==> config.mk <==
export PLATFORM = sky130hd
export DESIGN_NAME = bt_ctrl
export DESIGN_NICKNAME = d
export VERILOG_FILES = /design/src/rtl/bt_pkg.sv /design/src/rtl/bt_mode_dec.sv /design/src/rtl/bt_col_step.sv /design/src/rtl/bt_rd_pipe.sv /design/src/rtl/bt_ctrl.sv
export SDC_FILE = /design/constraint.sdc
export NUM_CORES = 1
export LEC_CHECK = 0
export BUFFER_PORTS_ARGS = -buffer_cell sky130_fd_sc_hd__buf_2
export CORE_ASPECT_RATIO = 1.4
export CORE_UTILIZATION = 59
export DETAILED_ROUTE_END_ITERATION = 10
export PLACE_DENSITY = 0.84
export SLEW_MARGIN = 25
export SYNTH_ARGS = -nofsm -noshare
export SYNTH_HDL_FRONTEND = slang
export SYNTH_SLANG_ARGS = --single-unit
==> constraint.sdc <==
create_clock -name clk -period 4.8 [get_ports clk]
set_input_delay 1.44 -clock clk [delete_from_list [all_inputs] [get_ports clk]]
set_output_delay 1.44 -clock clk [all_outputs]
set_load 0.1 [all_outputs]
==> src/rtl/bt_pkg.sv <==
package bt_pkg;
  typedef enum logic [2:0] {
    CMD_NOP   = 3'd0,
    CMD_READ  = 3'd1,
    CMD_WRITE = 3'd2,
    CMD_BLKWR = 3'd3,
    CMD_BSTOP = 3'd4,
    CMD_PRECH = 3'd5
  } cmd_e;

  localparam logic [2:0] BL_CODE_FULL = 3'd7;
  localparam int unsigned BLK_ALIGN_BITS = 3;
  localparam int unsigned LEN_LOG2_MAX = 3;
endpackage

==> src/rtl/bt_mode_dec.sv <==
module bt_mode_dec #(
  parameter int CL_W = 3
) (
  input  logic [2:0]      bl_code_i,
  input  logic [CL_W-1:0] cl_code_i,
  input  logic            force_one_i,
  output logic [1:0]      len_log2_o,
  output logic            full_o,
  output logic            cl3_o
);
  import bt_pkg::*;

  logic [1:0] len_raw;

  always_comb begin
    case (bl_code_i)
      3'd1:    len_raw = 2'd1;
      3'd2:    len_raw = 2'd2;
      3'd3:    len_raw = 2'd3;
      default: len_raw = 2'd0;
    endcase
  end

  assign len_log2_o = force_one_i ? 2'd0 : len_raw;
  assign full_o     = (bl_code_i == BL_CODE_FULL) && !force_one_i;
  assign cl3_o      = (cl_code_i != CL_W'(2));
endmodule

==> src/rtl/bt_col_step.sv <==
module bt_col_step #(
  parameter int COL_W = 8
) (
  input  logic [COL_W-1:0] col_i,
  input  logic [COL_W-1:0] mask_i,
  input  logic             full_i,
  output logic [COL_W-1:0] col_o
);
  logic [COL_W-1:0] inc;

  assign inc = col_i + COL_W'(1);

  always_comb begin
    if (full_i) col_o = inc;
    else        col_o = (col_i & ~mask_i) | (inc & mask_i);
  end
endmodule

==> src/rtl/bt_rd_pipe.sv <==
module bt_rd_pipe #(
  parameter int COL_W = 8,
  parameter int DEPTH = 2
) (
  input  logic             clk,
  input  logic             rst_n,
  input  logic             beat_i,
  input  logic             cl3_i,
  input  logic [COL_W-1:0] col_i,
  output logic             beat_o,
  output logic [COL_W-1:0] col_o
);
  logic [DEPTH-1:0] v_q, v_d;
  logic [DEPTH-1:0] l_q, l_d;
  logic [COL_W-1:0] c_q [DEPTH];
  logic [COL_W-1:0] c_d [DEPTH];

  assign v_d[0] = beat_i;
  assign l_d[0] = cl3_i;
  assign c_d[0] = col_i;

  for (genvar k = 1; k < DEPTH; k++) begin : g_shift
    assign v_d[k] = v_q[k-1];
    assign l_d[k] = l_q[k-1];
    assign c_d[k] = c_q[k-1];
  end

  for (genvar k = 0; k < DEPTH; k++) begin : g_stage
    always_ff @(posedge clk or negedge rst_n) begin
      if (!rst_n) begin
        v_q[k] <= 1'b0;
        l_q[k] <= 1'b0;
        c_q[k] <= '0;
      end else begin
        v_q[k] <= v_d[k];
        l_q[k] <= l_d[k];
        c_q[k] <= c_d[k];
      end
    end
  end

  always_comb begin
    beat_o = 1'b0;
    col_o  = '0;
    if (v_q[DEPTH-1] && l_q[DEPTH-1]) begin
      beat_o = 1'b1;
      col_o  = c_q[DEPTH-1];
    end else if (v_q[0] && !l_q[0]) begin
      beat_o = 1'b1;
      col_o  = c_q[0];
    end
  end
endmodule

==> src/rtl/bt_ctrl.sv <==
module bt_ctrl #(
  parameter int COL_W  = 8,
  parameter int BANK_W = 2,
  parameter int CL_W   = 3
) (
  input  logic              clk,
  input  logic              rst_n,
  input  logic [2:0]        cmd_i,
  input  logic              cmd_ap_i,
  input  logic [BANK_W-1:0] cmd_bank_i,
  input  logic [COL_W-1:0]  cmd_col_i,
  input  logic [2:0]        mr_bl_i,
  input  logic [CL_W-1:0]   mr_cl_i,
  input  logic              mr_wsingle_i,
  output logic              rd_beat_o,
  output logic [COL_W-1:0]  rd_col_o,
  output logic              wr_beat_o,
  output logic              wr_blk_o,
  output logic [COL_W-1:0]  wr_col_o,
  output logic              illegal_o
);
  import bt_pkg::*;

  localparam int REM_W    = LEN_LOG2_MAX + 1;
  localparam int PIPE_DEP = 2;

  // reset synchronizer: asserts at once, releases on the clock
  logic [1:0] rst_sync_q;
  logic       rst_s;

  always_ff @(posedge clk or negedge rst_n) begin
    if (!rst_n) rst_sync_q <= 2'b00;
    else        rst_sync_q <= {rst_sync_q[0], 1'b1};
  end
  assign rst_s = rst_sync_q[1];

  cmd_e cmd;
  assign cmd = cmd_e'(cmd_i);

  logic is_col_cmd, is_wr_cmd, is_blk_cmd;
  assign is_col_cmd = (cmd == CMD_READ) || (cmd == CMD_WRITE) || (cmd == CMD_BLKWR);
  assign is_blk_cmd = (cmd == CMD_BLKWR);
  assign is_wr_cmd  = (cmd == CMD_WRITE) || is_blk_cmd;

  // engine state
  logic              eng_act_q,  eng_act_d;
  logic [COL_W-1:0]  eng_col_q,  eng_col_d;
  logic [REM_W-1:0]  eng_rem_q,  eng_rem_d;
  logic [COL_W-1:0]  eng_mask_q, eng_mask_d;
  logic              eng_full_q, eng_full_d;
  logic              eng_ap_q,   eng_ap_d;
  logic [BANK_W-1:0] eng_bank_q, eng_bank_d;
  logic              eng_wr_q,   eng_wr_d;
  logic              eng_blk_q,  eng_blk_d;
  logic              eng_cl3_q,  eng_cl3_d;
  logic              ill_q,      ill_d;

  // mode decode for the incoming command
  logic       force_one;
  logic [1:0] new_len_log2;
  logic       new_full, new_cl3;

  assign force_one = is_blk_cmd || (is_wr_cmd && mr_wsingle_i);

  bt_mode_dec #(.CL_W(CL_W)) u_mode (
    .bl_code_i   (mr_bl_i),
    .cl_code_i   (mr_cl_i),
    .force_one_i (force_one),
    .len_log2_o  (new_len_log2),
    .full_o      (new_full),
    .cl3_o       (new_cl3)
  );

  logic [COL_W-1:0] new_mask;
  logic [REM_W-1:0] new_rem;
  logic [COL_W-1:0] new_col;

  assign new_mask = (COL_W'(1) << new_len_log2) - COL_W'(1);
  assign new_rem  = REM_W'(1) << new_len_log2;
  assign new_col  = is_blk_cmd ? {cmd_col_i[COL_W-1:BLK_ALIGN_BITS], {BLK_ALIGN_BITS{1'b0}}}
                               : cmd_col_i;

  logic [COL_W-1:0] step_col;

  bt_col_step #(.COL_W(COL_W)) u_step (
    .col_i  (eng_col_q),
    .mask_i (eng_mask_q),
    .full_i (eng_full_q),
    .col_o  (step_col)
  );

  // a burst is in progress when more beats follow the current one
  logic busy;
  assign busy = eng_act_q && (eng_full_q || (eng_rem_q > REM_W'(1)));

  logic do_start, do_stop;

  always_comb begin
    do_start = 1'b0;
    do_stop  = 1'b0;
    ill_d    = 1'b0;
    if (is_col_cmd) begin
      if (busy && eng_ap_q) ill_d    = 1'b1;
      else                  do_start = 1'b1;
    end else if (cmd == CMD_BSTOP) begin
      if (busy) begin
        if (eng_ap_q || !eng_full_q) ill_d   = 1'b1;
        else                         do_stop = 1'b1;
      end
    end else if (cmd == CMD_PRECH) begin
      if (busy && (cmd_bank_i == eng_bank_q)) begin
        if (eng_ap_q) ill_d   = 1'b1;
        else          do_stop = 1'b1;
      end
    end
  end

  always_comb begin
    eng_act_d  = eng_act_q;
    eng_col_d  = eng_col_q;
    eng_rem_d  = eng_rem_q;
    eng_mask_d = eng_mask_q;
    eng_full_d = eng_full_q;
    eng_ap_d   = eng_ap_q;
    eng_bank_d = eng_bank_q;
    eng_wr_d   = eng_wr_q;
    eng_blk_d  = eng_blk_q;
    eng_cl3_d  = eng_cl3_q;
    if (do_start) begin
      eng_act_d  = 1'b1;
      eng_col_d  = new_col;
      eng_rem_d  = new_rem;
      eng_mask_d = new_mask;
      eng_full_d = new_full;
      eng_ap_d   = cmd_ap_i;
      eng_bank_d = cmd_bank_i;
      eng_wr_d   = is_wr_cmd;
      eng_blk_d  = is_blk_cmd;
      eng_cl3_d  = new_cl3;
    end else if (do_stop) begin
      eng_act_d  = 1'b0;
    end else if (eng_act_q) begin
      if (eng_full_q) begin
        eng_col_d = step_col;
      end else if (eng_rem_q == REM_W'(1)) begin
        eng_act_d = 1'b0;
      end else begin
        eng_rem_d = eng_rem_q - REM_W'(1);
        eng_col_d = step_col;
      end
    end
  end

  always_ff @(posedge clk or negedge rst_s) begin
    if (!rst_s) begin
      eng_act_q  <= 1'b0;
      eng_col_q  <= '0;
      eng_rem_q  <= '0;
      eng_mask_q <= '0;
      eng_full_q <= 1'b0;
      eng_ap_q   <= 1'b0;
      eng_bank_q <= '0;
      eng_wr_q   <= 1'b0;
      eng_blk_q  <= 1'b0;
      eng_cl3_q  <= 1'b0;
      ill_q      <= 1'b0;
    end else begin
      eng_act_q  <= eng_act_d;
      eng_col_q  <= eng_col_d;
      eng_rem_q  <= eng_rem_d;
      eng_mask_q <= eng_mask_d;
      eng_full_q <= eng_full_d;
      eng_ap_q   <= eng_ap_d;
      eng_bank_q <= eng_bank_d;
      eng_wr_q   <= eng_wr_d;
      eng_blk_q  <= eng_blk_d;
      eng_cl3_q  <= eng_cl3_d;
      ill_q      <= ill_d;
    end
  end

  bt_rd_pipe #(.COL_W(COL_W), .DEPTH(PIPE_DEP)) u_rdpipe (
    .clk    (clk),
    .rst_n  (rst_s),
    .beat_i (eng_act_q && !eng_wr_q),
    .cl3_i  (eng_cl3_q),
    .col_i  (eng_col_q),
    .beat_o (rd_beat_o),
    .col_o  (rd_col_o)
  );

  assign wr_beat_o = eng_act_q && eng_wr_q && !eng_blk_q;
  assign wr_blk_o  = eng_act_q && eng_blk_q;
  assign wr_col_o  = eng_col_q;
  assign illegal_o = ill_q;
endmodule

==> flow_summary.toml, run 1 <==
[floorplanning]
rows = 26
ios = 43
die_area_sq_um = 4260
die_w_um = 55.5
initial_cell_density_of_the_core = 0.631
die_h_um = 76.9
core_sq_um = 3740

[clock_tree]
postCtsHoldBufs = 0
cts_sinks = 49
clockRootBuffer = "sky130_fd_sc_hd__clkbuf_8"
cts-htree-levels = 2
cts_buffers = 5
tritoncts = "built"
clk_pin_slew_ns = 0.09
ctsResizeCount = 0
clock_path_buffers = 2
worst_skew_pair.late_latency_ns = 0.31
post-cts-setup-buffers = 0

[hold_path]
min_path_type = "register to async pin"

[timing]
slew_headroom = 0.451
period_share = 0.707
finalMaxSlewViolations = 0
timing_hold_violations_final = 0
maxClockFrequency_mhz = 295
tns_ns = 0
final-setup-viol-count = 0
grt_setup_unrepaired = "false"
timing.final.crit_period_ns = 3.39
skew_ns = 0.00845
worst_slew_pin_slew_ns = 0.823

[placement]
detailedPlacementHpwl_mm = 3.21
gp_congestion = 0.837
port-buffer-count = 42

[route]
route.detailed.drc = 0
initialDrtViolationCount = 55
wl_mm = 4.47
drtAntennaViolNets = 0
post_drt_wl_per_cell_um = 14.9
route.vias.total = 1809
vias_per_cell = 6.05
drt_pass1_iterations = 4

[layout]
finish.net_count = 283
layout_area_overhead_pct = 10.4
layout-drive-gt1-share = 0.249
fillers = 301
insertedDiodeCount = 0

[synthesis]
ys_async_sr_fraction = 1.00
synthDominantAreaCellType = "sky130_fd_sc_hd__dfrtp_1"
netlist_area_sq_um = 2360
yosysMostFrequentCell = "sky130_fd_sc_hd__dfrtp_1"
synthesis_warning_total = 0
number_of_nets_in_the_synthesized_netlist = 251
syn_inst = 224
seq_area_frac_synth = 0.519
synth.ff_latch_count = 49
yosys.area.top_type_share = 0.519
synth.distinct_cells = 53
ys_top_cells_by_count = "sky130_fd_sc_hd__dfrtp_1 (49), sky130_fd_sc_hd__nand2_1 (21), sky130_fd_sc_hd__nor2_1 (16)"
postSynth.topFlopCell = "sky130_fd_sc_hd__dfrtp_1"
synth_edf_count = 0
synthesis.area_per_instance_sq_um = 10.5
yosys-top-cells-area = "sky130_fd_sc_hd__dfrtp_1 (52%), sky130_fd_sc_hd__a22o_1 (4.5%), sky130_fd_sc_hd__nand2_1 (3.3%)"

[setup_path]
path_max_fanout = 10
worstReg2RegStart = "eng_rem_q[0]$_DFFE_PN0P_"
worstPathRequired_ns = 3.36
crit_chain = "and2_1 -> nor2_1 -> a22o_1 -> buf_2"
cp-startpoint = "u_rdpipe.v_q[1]$_DFF_PN0_"
cp_slowest_cell = "sky130_fd_sc_hd__nor2_1"
worst_endpoint_data_arrival_time_ns = 1.95
end_kind = "output pin"
criticalPathCategory = "register to output pin"
crit_path_start_kind = "register"
worst_path_largest_cell_delay_ns = 0.42

[grt]
grt_pass1_wl_mm = 7.87
grt_antenna_before_repair = 0
grt_util_all_layers = 0.234
grt_pass1_vias = 1780
grt_max_degree = 48
globalRoute.totalOverflow = 0

[status]
run_status = "complete, no violations"

[flow_run]
max_cap_violations = 0
-- worst paths after layout --
path / endpoint / slack, ns / depth (start not counted)
min in group clk: rst_sync_q[1]$_DFF_PN0_ / 0.37 / 0
max in group asynchronous: rst_sync_q[1]$_DFF_PN0_ / 3.79 / 1
worst max register to register: eng_rem_q[2]$_DFFE_PN0P_ / 2.40 / 7
worst min register to register: u_rdpipe.v_d[1]$_DFF_PN0_ / 0.33 / 0
worst min-delay path: u_rdpipe.v_d[1]$_DFF_PN0_ / 0.33 / 0
worst max-delay path: rd_col_o[0] / 1.41 / 4
-- logic make-up after synthesis --
family,share of synthesized area
DFF,0.519
AOI/OAI and AO/OA,0.238
and+or+nand+nor,0.149
xor gates and xnor gates,0.00742
adders and majority gates,0.0212
buffers and inverters,0.0625
other,0.00159
-- metal layers --
layer  vias to the layer above  part of all wire  track usage
met4                         0             0.030        0.130
met2                        49              0.51        0.402
met3                        14             0.036       0.0388
li1                        871                 -            -
met1                       875              0.42        0.275
met5                         -                 0            0
-- critical path: cells and delay by family (launching register included) --
family	cells	cell delay (ns)
AOI/OAI and AO/OA	1	0.19
buffers and inverters	1	0.42
and+or+nand+nor	2	0.67
DFF	1	0.37
-- final cells by class --
class | instances | area [sq um] | share of cell area
Tap cell | 42 | 52.6 | 0.0202
Clock buffer | 5 | 68.8 | 0.0264
Sequential cell | 49 | 1230 | 0.472
Timing Repair Buffer | 44 | 225 | 0.0864
Inverter | 6 | 22.5 | 0.00864
Multi-Input combinational cell | 150 | 987 | 0.379
Clock inverter | 3 | 21.3 | 0.00816
-- metrics by stage --
stage	cell area [sq um]	hold WS (ns)	cells	utilization	worst slack, ns
2_1_floorplan	2360	0.331	224	-	1.57
3_3_place_gp	2510	0.337	291	0.672	1.63
3_5_place_dp	2510	0.354	291	0.672	1.57
4_1_cts	2610	0.375	299	0.696	1.35
5_1_grt	2610	0.382	299	0.697	1.19
6_report	2610	0.330	299	0.697	1.41
-- layout by cell type, fill, tap and decap left out, types with 2 or more instances in the layout --
| cell | n |
|---|---|
| sky130_fd_sc_hd__a21o_1 | 2 |
| sky130_fd_sc_hd__a21oi_1 | 14 |
| sky130_fd_sc_hd__a22o_1 | 12 |
| sky130_fd_sc_hd__a22oi_1 | 2 |
| sky130_fd_sc_hd__a31oi_1 | 5 |
| sky130_fd_sc_hd__and2_1 | 4 |
| sky130_fd_sc_hd__buf_2 | 42 |
| sky130_fd_sc_hd__buf_4 | 2 |
| sky130_fd_sc_hd__clkbuf_8 | 5 |
| sky130_fd_sc_hd__dfrtp_1 | 48 |
| sky130_fd_sc_hd__ha_1 | 4 |
| sky130_fd_sc_hd__inv_1 | 6 |
| sky130_fd_sc_hd__nand2_1 | 21 |
| sky130_fd_sc_hd__nand2b_1 | 3 |
| sky130_fd_sc_hd__nand3_1 | 6 |
| sky130_fd_sc_hd__nand4_1 | 3 |
| sky130_fd_sc_hd__nor2_1 | 16 |
| sky130_fd_sc_hd__nor2b_1 | 2 |
| sky130_fd_sc_hd__nor3_1 | 2 |
| sky130_fd_sc_hd__nor4_1 | 2 |
| sky130_fd_sc_hd__o21ai_0 | 8 |
| sky130_fd_sc_hd__o21ai_1 | 8 |
| sky130_fd_sc_hd__o21bai_1 | 2 |
| sky130_fd_sc_hd__o22a_1 | 2 |
| sky130_fd_sc_hd__o41ai_2 | 2 |
| sky130_fd_sc_hd__or3_1 | 2 |
| sky130_fd_sc_hd__or4b_4 | 2 |
| sky130_fd_sc_hd__xnor2_1 | 2 |
Power of run 1 is not shown: default switching activity piles up to over one toggle a cycle in this logic, so the estimate is an artifact.
==> run 2: changes to the inputs <==
CORE_UTILIZATION = 55   (was 59)
PLACE_DENSITY = 0.79   (was 0.84)
clock period = 3.2 ns   (was 4.8 ns; I/O delays follow)
==> run 2 against run 1 <==
  * The flow now finishes with violations (DRC)
  * Routed wire length is 2.1% lower
  * Critical path depth stayed put
  * Largest cell class unchanged
  * Utilization is 3.7 points lower
  * Sequential share of layout area is 0.82 points lower
  * Global-route usage is 1.5 points lower
  * Final area is 1.8% higher
  * Non-clock buffer count is 2 higher
  * Sequential cell count stayed put
  * Count of clock-buffer cells in the layout is 1 higher
==> flow_summary.toml, run 2 (same netlist as run 1, synthesis figures left out) <==
[clock_tree]
worst_skew_pair.late_latency_ns = 0.30
ctsResizeCount = 0
postCtsHoldBufs = 0
clock_path_buffers = 2
clockRootBuffer = "sky130_fd_sc_hd__clkbuf_8"
clk_pin_slew_ns = 0.08
tritoncts = "built"
cts-htree-levels = 2
post-cts-setup-buffers = 0
cts_sinks = 49
cts_buffers = 5

[floorplanning]
core_sq_um = 4020
die_area_sq_um = 4560
initial_cell_density_of_the_core = 0.587
ios = 43
die_w_um = 57.4
rows = 27
die_h_um = 79.5

[setup_path]
worstReg2RegStart = "eng_full_q$_DFFE_PN0P_"
timing.critical_path.max_delay_family = "simple AND/OR/NAND/NOR gates"
path_max_fanout = 10
crit_chain = "and2_1 -> nor2_1 -> a22o_1 -> buf_2"
worst_endpoint_data_arrival_time_ns = 1.96
worstPathRequired_ns = 2.24
crit_path_start_kind = "register"
cp_slowest_cell = "sky130_fd_sc_hd__nor2_1"
criticalPathCategory = "register to output pin"
crit_buf_inv = 1
timing.reg2reg.worst_path_depth = 6
cp-startpoint = "u_rdpipe.v_q[1]$_DFF_PN0_"
worst_path_largest_cell_delay_ns = 0.43
path_depth = 4
end_kind = "output pin"

[timing]
tns_ns = 0
maxClockFrequency_mhz = 342
finalMaxSlewViolations = 0
grt_setup_unrepaired = "false"
slew_headroom = 0.588
worst_slew_pin_slew_ns = 0.617
skew_ns = 0.00892
timing.final.crit_period_ns = 2.92
final-setup-viol-count = 0
period_share = 0.913
timing_hold_violations_final = 0

[grt]
grt_use_met1 = 0.252
grt_pass1_vias = 1756
grt_util_all_layers = 0.219
grt.met3_usage = 0.0421
globalRoute.totalOverflow = 0
globalRoute.busiestLayer = "met2"
grt_use_met2 = 0.398
grt_pass1_wl_mm = 7.67
grt_antenna_before_repair = 0
grt_max_degree = 48

[flow_run]
max_cap_violations = 0

[layout]
insertedDiodeCount = 0
post-route-cell-area_sq_um = 2650
layout_commonest_cell = "sky130_fd_sc_hd__dfrtp_1"
final_cell_mix = "sky130_fd_sc_hd__dfrtp_1 (48), sky130_fd_sc_hd__buf_2 (42), sky130_fd_sc_hd__nand2_1 (21), sky130_fd_sc_hd__nor2_1 (16), sky130_fd_sc_hd__a21oi_1 (14)"
layout-drive-gt1-share = 0.255
fillers = 307
finish.net_count = 285
layout_area_overhead_pct = 12.4

[route]
post_drt_wl_per_cell_um = 14.5
drt_pass1_iterations = 9
vias_per_cell = 5.99
drtAntennaViolNets = 0
route.detailed.drc = 4
wl_mm = 4.37
route.vias.total = 1808
initialDrtViolationCount = 48

[status]
run_status = "finished with violations"
failed_checks = "DRC"

[placement]
detailedPlacementHpwl_mm = 3.17
port-buffer-count = 42
detailed_place.area_sq_um = 2530
gp_congestion = 0.837

[hold_path]
min_path_type = "register to async pin"
run 2: cell types whose count changed in the layout (fill, tap and decap cells not counted), sizes merged:
cell    previous run  this run
buf               44        46
bufinv             0         1
clkbuf             5         6
clkinv             1         0
inv                7         6
run 2: final cells by class:
class / count / area [sq um] / share of cell area
Clock buffer: 6 / 82.6 / 0.0311
Clock inverter: 2 / 37.5 / 0.0141
Inverter: 6 / 22.5 / 0.00849
Multi-Input combinational cell: 150 / 987 / 0.372
Sequential cell: 49 / 1230 / 0.463
Tap cell: 43 / 53.8 / 0.0203
Timing Repair Buffer: 46 / 240 / 0.0905
run 2: worst reg2reg max path, delay by kind of cell, from the launching register on:
family / cells / cell delay [ns]
buf+inv: 1 / 0.24
flops: 1 / 0.59
compound gates: 5 / 1.34
run 2: final timing paths:
kind	end	slack, ns
setup / recovery	rd_col_o[5]	0.28
hold / removal	u_rdpipe.l_q[1]$_DFF_PN0_	0.34
setup reg to reg	eng_rem_q[3]$_DFFE_PN0P_	0.93
hold reg to reg	u_rdpipe.l_q[1]$_DFF_PN0_	0.34
max in group asynchronous	u_rdpipe.c_d[4]$_DFF_PN0_	2.48
min in group clk	rst_sync_q[1]$_DFF_PN0_	0.36
run 2: metal layers:
metal / share of wire / vias up
met1: 0.44 / 886
met2: 0.52 / 36
met3: 0.029 / 6
li1: - / 880
met4: 0.014 / 0
met5: 0 / -
run 2: stage by stage:
step / cells / setup WS [ns] / hold WS (ns) / utilization
global route: 302 / 0.148 / 0.371 / 0.660
global placement: 294 / 0.631 / 0.339 / 0.630
detailed placement: 294 / 0.567 / 0.348 / 0.630
finish: 302 / 0.278 / 0.337 / 0.660
CTS: 302 / 0.233 / 0.367 / 0.660
floorplan: 224 / 0.445 / 0.331 / -
Power of run 2 is left out for the same reason.
==> run 3: changes to the inputs <==
SYNTH_HIERARCHICAL = 1   (was unset)
==> run 3 against run 2 <==
  * The run now ends clean
  * Fmax grew 5.0%
  * Die area grew 4.3%
  * Sequential share of layout area shrank 3.5 points
  * Utilization grew 1.2 points
  * Critical path depth shrank 1
  * Global-route usage shrank 0.98 points
  * First-iteration DRC count shrank 23%
  * Synthesized area grew 4.4%
  * Largest cell class unchanged
==> flow_summary.toml, run 3 <==
[hold_path]
min_path_type = "register to async pin"

[setup_path]
worst_endpoint_data_arrival_time_ns = 1.82
timing.reg2reg.worst_path_depth = 4
path_max_fanout = 9
end_kind = "output pin"
criticalPathCategory = "register to output pin"
crit_path_start_kind = "register"
worstPathRequired_ns = 2.24

[placement]
gp_congestion = 0.918
detailedPlacementHpwl_mm = 3.34
pre_cts_ws_ns = 0.509
port-buffer-count = 42
detailed_place.area_sq_um = 2750

[flow_run]
max_cap_violations = 0

[synthesis]
yosys.area.top_type_share = 0.497
yosysMostFrequentCell = "sky130_fd_sc_hd__dfrtp_1"
syn_inst = 205
synth.ff_latch_count = 49
netlist_area_sq_um = 2460
ys_top_cells_by_count = "sky130_fd_sc_hd__dfrtp_1 (49), sky130_fd_sc_hd__inv_1 (13), sky130_fd_sc_hd__mux2_2 (12)"
yosys-top-cells-area = "sky130_fd_sc_hd__dfrtp_1 (50%), sky130_fd_sc_hd__mux2_2 (5.5%), sky130_fd_sc_hd__mux2_4 (4.9%)"
postSynth.topFlopCell = "sky130_fd_sc_hd__dfrtp_1"
synthesis.area_per_instance_sq_um = 12.0
seq_area_frac_synth = 0.497
synthesis_warning_total = 6
synthDominantAreaCellType = "sky130_fd_sc_hd__dfrtp_1"
synth_edf_count = 0
ys_async_sr_fraction = 1.00
number_of_nets_in_the_synthesized_netlist = 232
synth.distinct_cells = 50

[layout]
final_cell_mix = "sky130_fd_sc_hd__dfrtp_1 (48), sky130_fd_sc_hd__buf_2 (42), sky130_fd_sc_hd__inv_1 (13), sky130_fd_sc_hd__mux2_2 (12), sky130_fd_sc_hd__nor2_1 (10)"
layout_commonest_cell = "sky130_fd_sc_hd__dfrtp_1"
insertedDiodeCount = 0
fillers = 350
layout_area_overhead_pct = 16.5
layout-drive-gt1-share = 0.366
finish.net_count = 280
post-route-cell-area_sq_um = 2870

[grt]
grt_pass1_wl_mm = 7.45
grt_max_degree = 48
grt_util_all_layers = 0.210
globalRoute.totalOverflow = 0
grt_pass1_vias = 1634
grt_antenna_before_repair = 0

[route]
vias_per_cell = 5.42
post_drt_wl_per_cell_um = 14.3
route.vias.total = 1702
drtAntennaViolNets = 0
route.detailed.drc = 0
wl_mm = 4.49
drt_pass1_iterations = 4
initialDrtViolationCount = 37

[clock_tree]
cts-htree-levels = 2
cts_sinks = 49
worst_skew_pair.late_latency_ns = 0.30
cts_buffers = 5
postCtsHoldBufs = 0
tritoncts = "built"
clk_pin_slew_ns = 0.08
clock_path_buffers = 2
ctsResizeCount = 0
post-cts-setup-buffers = 0
clockRootBuffer = "sky130_fd_sc_hd__clkbuf_8"

[timing]
slew_headroom = 0.570
timing.final.crit_period_ns = 2.78
timing_hold_violations_final = 0
worst_slack_ns = 0.417
period_share = 0.870
finalMaxSlewViolations = 0
grt_setup_unrepaired = "false"
maxClockFrequency_mhz = 359
skew_ns = 0.00843
final-setup-viol-count = 0
tns_ns = 0
worst_slew_pin_slew_ns = 0.636

[floorplanning]
rows = 28
die_h_um = 81.2
die_area_sq_um = 4760
initial_cell_density_of_the_core = 0.577
ios = 43
core_sq_um = 4270
die_w_um = 58.6

[status]
run_status = "complete, no violations"
[run 3: changes by cell type in the layout (fill, tap and decap cells not counted), sizes merged, moves of 7 or more]
cell	previous run	this run
mux2	0	20
nand2	21	5
and3	0	15
a21oi	16	3
a22o	12	0
a31o	0	9
o21ai	16	7
inv	6	13
[run 3: metal layers]
layer / wire, um / vias up / GRT usage / part of all wire
met5: 0 / - / 0 / 0
met4: 42 / 0 / 0.0571 / 0.0094
met3: 142 / 6 / 0.0478 / 0.032
met2: 2390 / 29 / 0.380 / 0.53
met1: 1920 / 835 / 0.246 / 0.43
li1: - / 832 / - / -
[run 3: logic make-up (layout without fill, tap and decap cells)]
group | after synthesis | in the layout | synth area share
xor+xnor | 9 | 9 | 0.0320
other cells | 2 | 2 | 0.00305
simple gates | 60 | 60 | 0.158
fa+ha+maj | 4 | 4 | 0.0203
mux | 26 | 26 | 0.128
flops | 49 | 49 | 0.497
buf+inv | 17 | 66 | 0.0325
compound gates | 38 | 38 | 0.129
[run 3: path summary, 6_finish.rpt]
| check | startpoint | endpoint | slack (ns) |
|---|---|---|---|
| setup / recovery | u_rdpipe/l_d[1]$_DFF_PN0_ | rd_col_o[7] | 0.42 |
| hold / removal | rst_sync_q[1]$_DFF_PN0_ | u_rdpipe/v_q[1]$_DFF_PN0_ | 0.34 |
| max in group asynchronous | rst_sync_q[1]$_DFF_PN0_ | u_rdpipe/c_d[6]$_DFF_PN0_ | 2.46 |
| setup reg to reg | eng_full_q$_DFFE_PN0P_ | wr_col_o[6]$_DFFE_PN0P_ | 0.96 |
| min in group clk | rst_sync_q[0]$_DFF_PN0_ | rst_sync_q[1]$_DFF_PN0_ | 0.36 |
| hold reg to reg | rst_sync_q[1]$_DFF_PN0_ | u_rdpipe/v_q[1]$_DFF_PN0_ | 0.34 |
[run 3: final cells by class]
type / count / area, sq um / share of cell area
clock buffer: 6 / 82.6 / 0.0288
clock inverter: 2 / 37.5 / 0.0131
inverter: 13 / 48.8 / 0.0170
multi-input combinational: 139 / 1160 / 0.406
sequential: 49 / 1230 / 0.428
tap: 60 / 75.1 / 0.0261
timing repair buffer: 45 / 233 / 0.0810
[run 3: worst max-delay path, cell delays in order (launching register included)]
cell and delay, ns:
sky130_fd_sc_hd__dfrtp_1 0.38, sky130_fd_sc_hd__nor2b_1 0.50, sky130_fd_sc_hd__a31o_1 0.23, sky130_fd_sc_hd__buf_2 0.42
[run 3: per-stage QoR]
stage | util | std cells | hold WS (ns)
2_1_floorplan | - | 205 | 0.331
3_3_place_gp | 0.643 | 306 | 0.339
3_5_place_dp | 0.643 | 306 | 0.338
4_1_cts | 0.671 | 314 | 0.364
5_1_grt | 0.672 | 314 | 0.374
6_report | 0.672 | 314 | 0.339
Power of run 3 is left out for the same reason.
